--- config.mk ---
export PLATFORM = sky130hd
export DESIGN_NAME = slave_arbiter
export DESIGN_NICKNAME = d
export VERILOG_FILES = /design/src/rtl/arb_pkg.sv /design/src/rtl/rr_pick.sv /design/src/rtl/prio_pick.sv /design/src/rtl/slave_arbiter.sv
export SDC_FILE = /design/constraint.sdc
export NUM_CORES = 1
export LEC_CHECK = 0
export BUFFER_PORTS_ARGS = -buffer_cell sky130_fd_sc_hd__buf_2
export CORE_UTILIZATION = 45
export CTS_BUF_LIST = sky130_fd_sc_hd__clkbuf_16
export CTS_CLUSTER_SIZE = 25
export DETAILED_ROUTE_END_ITERATION = 6
export PLACE_DENSITY = 0.76
export SLEW_MARGIN = 20
export SYNTH_ARGS = -nofsm -noshare
export SYNTH_HDL_FRONTEND = slang
export SYNTH_SLANG_ARGS = --single-unit
--- constraint.sdc ---
create_clock -name clk -period 29.8 [get_ports clk]
set_input_delay 2.98 -clock clk [delete_from_list [all_inputs] [get_ports clk]]
set_output_delay 2.98 -clock clk [all_outputs]
set_load 0.01 [all_outputs]
--- src/rtl/arb_pkg.sv ---
package arb_pkg;

    localparam int MAX_IDX_W = 8;

    typedef enum logic [1:0] {
        PARK_NONE     = 2'd0,
        PARK_LAST     = 2'd1,
        PARK_FIXED    = 2'd2,
        PARK_NONE_ALT = 2'd3
    } park_mode_e;

    typedef enum logic {
        ALG_ROUND_ROBIN = 1'b0,
        ALG_FIXED_PRIO  = 1'b1
    } alg_e;

    typedef struct packed {
        logic                 hit;
        logic [MAX_IDX_W-1:0] idx;
    } pick_t;

    function automatic logic park_is_none(park_mode_e m);
        return (m == PARK_NONE) || (m == PARK_NONE_ALT);
    endfunction

endpackage

--- src/rtl/rr_pick.sv ---
module rr_pick
    import arb_pkg::*;
#(
    parameter int N     = 16,
    parameter int IDX_W = $clog2(N)
) (
    input  logic [N-1:0]     req_i,
    input  logic [IDX_W-1:0] ptr_i,
    output pick_t            pick_o
);

    // Scan from the farthest candidate to the nearest: the last hit wins,
    // which is the first requester after the pointer.
    always_comb begin
        pick_o = '0;
        for (int k = N; k >= 1; k--) begin
            if (req_i[(int'(ptr_i) + k) % N]) begin
                pick_o.hit = 1'b1;
                pick_o.idx = MAX_IDX_W'((int'(ptr_i) + k) % N);
            end
        end
    end

endmodule

--- src/rtl/prio_pick.sv ---
module prio_pick
    import arb_pkg::*;
#(
    parameter int N  = 16,
    parameter int PW = 2
) (
    input  logic [N-1:0]    req_i,
    input  logic [N*PW-1:0] prio_i,
    output pick_t           pick_o
);

    logic [PW-1:0] best;

    // Strictly-greater replacement keeps the lowest index on ties.
    always_comb begin
        pick_o = '0;
        best   = '0;
        for (int i = 0; i < N; i++) begin
            if (req_i[i] && (!pick_o.hit || prio_i[i*PW +: PW] > best)) begin
                pick_o.hit = 1'b1;
                pick_o.idx = MAX_IDX_W'(i);
                best       = prio_i[i*PW +: PW];
            end
        end
    end

endmodule

--- src/rtl/slave_arbiter.sv ---
module slave_arbiter
    import arb_pkg::*;
#(
    parameter  int N      = 16,
    parameter  int PW     = 2,
    parameter  int PARK_W = 4,
    localparam int IDX_W  = $clog2(N)
) (
    input  logic              clk,
    input  logic              rst,
    input  logic [N-1:0]      req_i,
    input  logic [N*PW-1:0]   prio_i,
    input  logic              alg_sel_i,
    input  logic [1:0]        park_mode_i,
    input  logic [PARK_W-1:0] park_idx_i,
    input  logic              rearb_ok_i,
    output logic [N-1:0]      grant_o,
    output logic [IDX_W-1:0]  owner_o,
    output logic              idle_o
);

    pick_t            rr_win;
    pick_t            pr_win;
    logic [N-1:0]     grant_q, grant_d;
    logic [IDX_W-1:0] owner_q, owner_d;
    logic             idle_q, idle_d;
    logic [IDX_W-1:0] win_idx;
    park_mode_e       mode;
    alg_e             alg;
    logic             park_in_range;

    rr_pick #(.N(N), .IDX_W(IDX_W)) u_rr (
        .req_i  (req_i),
        .ptr_i  (owner_q),
        .pick_o (rr_win)
    );

    prio_pick #(.N(N), .PW(PW)) u_prio (
        .req_i  (req_i),
        .prio_i (prio_i),
        .pick_o (pr_win)
    );

    assign mode          = park_mode_e'(park_mode_i);
    assign alg           = alg_e'(alg_sel_i);
    assign park_in_range = int'(park_idx_i) < N;
    assign win_idx       = (alg == ALG_FIXED_PRIO) ? pr_win.idx[IDX_W-1:0]
                                                   : rr_win.idx[IDX_W-1:0];

    always_comb begin
        grant_d = grant_q;
        owner_d = owner_q;
        idle_d  = idle_q;
        if (rearb_ok_i) begin
            if (|req_i) begin
                grant_d = N'(1) << win_idx;
                owner_d = win_idx;
                idle_d  = 1'b0;
            end else if (mode == PARK_LAST) begin
                grant_d = N'(1) << owner_q;
                idle_d  = 1'b0;
            end else if (mode == PARK_FIXED && park_in_range) begin
                grant_d = N'(1) << park_idx_i;
                owner_d = IDX_W'(park_idx_i);
                idle_d  = 1'b0;
            end else begin
                grant_d = '0;
                idle_d  = 1'b1;
            end
        end
    end

    always_ff @(posedge clk) begin
        if (rst) begin
            grant_q <= '0;
            owner_q <= '0;
            idle_q  <= 1'b1;
        end else begin
            grant_q <= grant_d;
            owner_q <= owner_d;
            idle_q  <= idle_d;
        end
    end

    assign grant_o = grant_q;
    assign owner_o = owner_q;
    assign idle_o  = idle_q;

endmodule

==> impl_metrics.env <==
export IMPL_period_share_pct=83.6
export IMPL_grtUsageTotal_pct=27.3
export IMPL_hold_class="reg2reg"
export IMPL_placed_area_sq_um=5610
export IMPL_whs_path_depth=2
export IMPL_wl_met2_um=7560
export IMPL_muxShareOfSynthArea_pct=22.3
export IMPL_synth_compound_area_share_pct=32.5
export IMPL_p_leak_uw=0.00240
export IMPL_drtPass1Iterations=5
export IMPL_p_per_area_nw_per_um2=92.5
export IMPL_hp_start="grant_o[6]"
export IMPL_first_iter_violations=719
export IMPL_hold_path_endpoint="grant_o[6]"
export IMPL_wirelength_um=16200
export IMPL_grt_pass1_wl_um=26100
export IMPL_synth_top_family_by_area="compound AO/OA/AOI/OAI gates"
export IMPL_numPortBuffers=78
export IMPL_critPathMaxStageDelay_ps=610
export IMPL_vdd_drop_max_v=0.0000435
export IMPL_postCtsSetupBuffers=0
export IMPL_worst_setup_path_type="in2reg"
export IMPL_cts_hold_buf=0
export IMPL_antenna_found_initial=0
export IMPL_wl_per_cell_um=18.9
export IMPL_final_area_sq_um=5690
export IMPL_grt_overflow=0
export IMPL_worst_pin_slew_ps=1030
export IMPL_start_util_pct=46.8
export IMPL_async_flop_share_pct=0
export IMPL_synth_seq_cells=21
export IMPL_fmax_mhz=40.1
export IMPL_hold_viol=0
export IMPL_reg2reg_from="owner_o[1]"
export IMPL_ff2ff_setup_slack_ps=24570
export IMPL_placed_cells=852
export IMPL_synth_area_leaders="mux4_2, ha_1, dfxtp_1"
export IMPL_wl_met3_um=1320
export IMPL_max_slew_margin_pct=31.1
export IMPL_worst_setup_path_end_kind="flip-flop"
export IMPL_cts_tree="built"
export IMPL_min_period_ps=24920
export IMPL_syn_to_final_growth_pct=10.1
export IMPL_grt_max_degree=33
export IMPL_synth_top_cell_by_area="mux4_2"
export IMPL_cp_max_fo=14
export IMPL_worst_hold_slack_ps=489
export IMPL_die_w_um=109
export IMPL_synth_top_area_share_pct=13.9
export IMPL_startpoint_type="input pin"
export IMPL_clk_pin_slew_worst_paths_ps=60
export IMPL_rows=38
export IMPL_cts_resized=0
export IMPL_synth_cells=666
export IMPL_synth_simple_gate_area_share_pct=20.6
export IMPL_worstPathArrival_ps=25080
export IMPL_outcome="completed"
export IMPL_synth_common_cells="nand2_1, nor2_1, o21ai_0"
export IMPL_synth_nets=759
export IMPL_post_synth_top_count_cell="nand2_1"
export IMPL_rsz0062_at_grt="false"
export IMPL_drc=0
export IMPL_drv_cap=0
export IMPL_clk_path_buf_depth=2
export IMPL_num_vias=5709
export IMPL_io_pins=79
export IMPL_setup_tns_ps=0
export IMPL_top_layer_used="met4"
export IMPL_postRouteAntennaNets=0
export IMPL_worstSkewPairLatency_ps=260
export IMPL_crit_slowest_cell="or4_1"
export IMPL_utilization_pct=51.6
export IMPL_synth_xor_area_share_pct=2.20
export IMPL_cp_required_ps=29960
export IMPL_cts_root_buf="clkbuf_16"
export IMPL_report_final_slew_viol_count=0
export IMPL_place_gp_congestion=0.963
export IMPL_n_fill_cell=1050
export IMPL_ys_flop_type="dfxtp_1"
export IMPL_synth_adder_area_share_pct=8.47
export IMPL_nets=810
export IMPL_die_area_sq_um=11900
export IMPL_htree_levels=1
export IMPL_setup_viol=0
export IMPL_hpwl_um=12700
export IMPL_viasPerCell=6.67
export IMPL_fin_worst_skew_ps=2.05
export IMPL_r2r_cells=12
export IMPL_wl_met1_um=6990
export IMPL_clock_sinks=21
export IMPL_synth_edf_count=0
export IMPL_synthDistinctLibCells=73
export IMPL_cts_buffers_inserted=3
export IMPL_cpMostUsedCell="ha_1"
export IMPL_synth_area_sq_um=5170
export IMPL_grt_pass1_vias=5313
export IMPL_yosysSeqAreaShare_pct=8.14
export IMPL_die_h_um=109
export IMPL_core_sq_um=11000
export IMPL_drive_above_1_share_pct=20.1
export IMPL_r2r_end="grant_o[3]"
export IMPL_antenna_cells=0
export IMPL_yosys_warnings=0
export IMPL_final_cells=856
export IMPL_syn_avg_cell_area_sq_um=7.76
-- layout make-up --
| class | count | area [sq um] | area share (%) |
|---|---|---|---|
| Clock inverter | 1 | 3.75 | 0.0660 |
| Inverter | 39 | 146 | 2.57 |
| Timing Repair Buffer | 82 | 420 | 7.39 |
| Multi-Input combinational cell | 570 | 4450 | 78.2 |
| Tap cell | 140 | 175 | 3.08 |
| Clock buffer | 3 | 75.1 | 1.32 |
| Sequential cell | 21 | 420 | 7.39 |
-- per-stage QoR --
stage               power (uW)  setup WS, ps
floorplan                  382          7960
global placement           472          5810
detailed placement         484          5040
CTS                        514          5170
global route               567          2970
finish                     526          4880
-- worst max path at each step --
stage                     startpoint         end  slack (ps)  cells past startpoint
after floorplan             req_i[0]  grant_o[5]        7960                    103
after global placement      req_i[0]  grant_o[5]        5810                    103
after detailed placement    req_i[0]  grant_o[4]        5040                    104
after CTS                   req_i[0]  grant_o[4]        5170                    104
after global routing        req_i[0]  grant_o[5]        2970                    106
final                       req_i[0]  grant_o[4]        4880                    104
-- cells in the final DEF, fill, tap and decap left out, types with 10 or more instances in the layout --
cell type / synthesis / layout
mux2i_1: 26 / 26
dfxtp_1: 21 / 21
mux2_2: 15 / 15
nor2b_1: 16 / 16
inv_1: 38 / 39
buf_2: 10 / 78
nand2_1: 59 / 59
o21ai_0: 45 / 45
and2_1: 10 / 10
nor2_1: 56 / 56
o31ai_1: 21 / 21
nor3_1: 16 / 16
mux4_2: 32 / 32
a22oi_1: 20 / 20
a21oi_1: 31 / 31
nand2b_1: 11 / 11
nand3_1: 17 / 17
ha_1: 35 / 35
-- where the power goes --
part,total [uW],internal [uW],leakage [uW],switching (uW)
logic,461,182,0.00219,279
clock network,28.5,17.9,0.0000423,10.6
registers,37.2,34.1,0.000171,3.07
-- sequential cells by signal, summed over array words and instances (netlist names) --
signal and flops:
grant_o 16, owner_o 4, idle_o 1
-- worst max-delay path: cells and delay by family --
| kind | cells | cell delay, ps |
|---|---|---|
| fa+ha+maj | 15 | 4320 |
| simple gates | 33 | 5430 |
| mux | 4 | 1450 |
| buf+inv | 5 | 580 |
| compound gates | 47 | 10320 |
-- per-layer routing --
layer / track usage [%] / vias to the layer above
met2: 46.0 / 284
met5: 0 / -
met4: 5.98 / 0
met3: 2.45 / 34
li1: - / 2677
met1: 37.7 / 2714
-- logic make-up after synthesis --
family | Yosys count
and+or+nand+nor | 217
muxes | 73
buffers and inverters | 75
adders and majority gates | 35
xor gates and xnor gates | 13
AOI/OAI and AO/OA | 232
DFF | 21
Note: power is estimated with default switching activity, not from simulation.
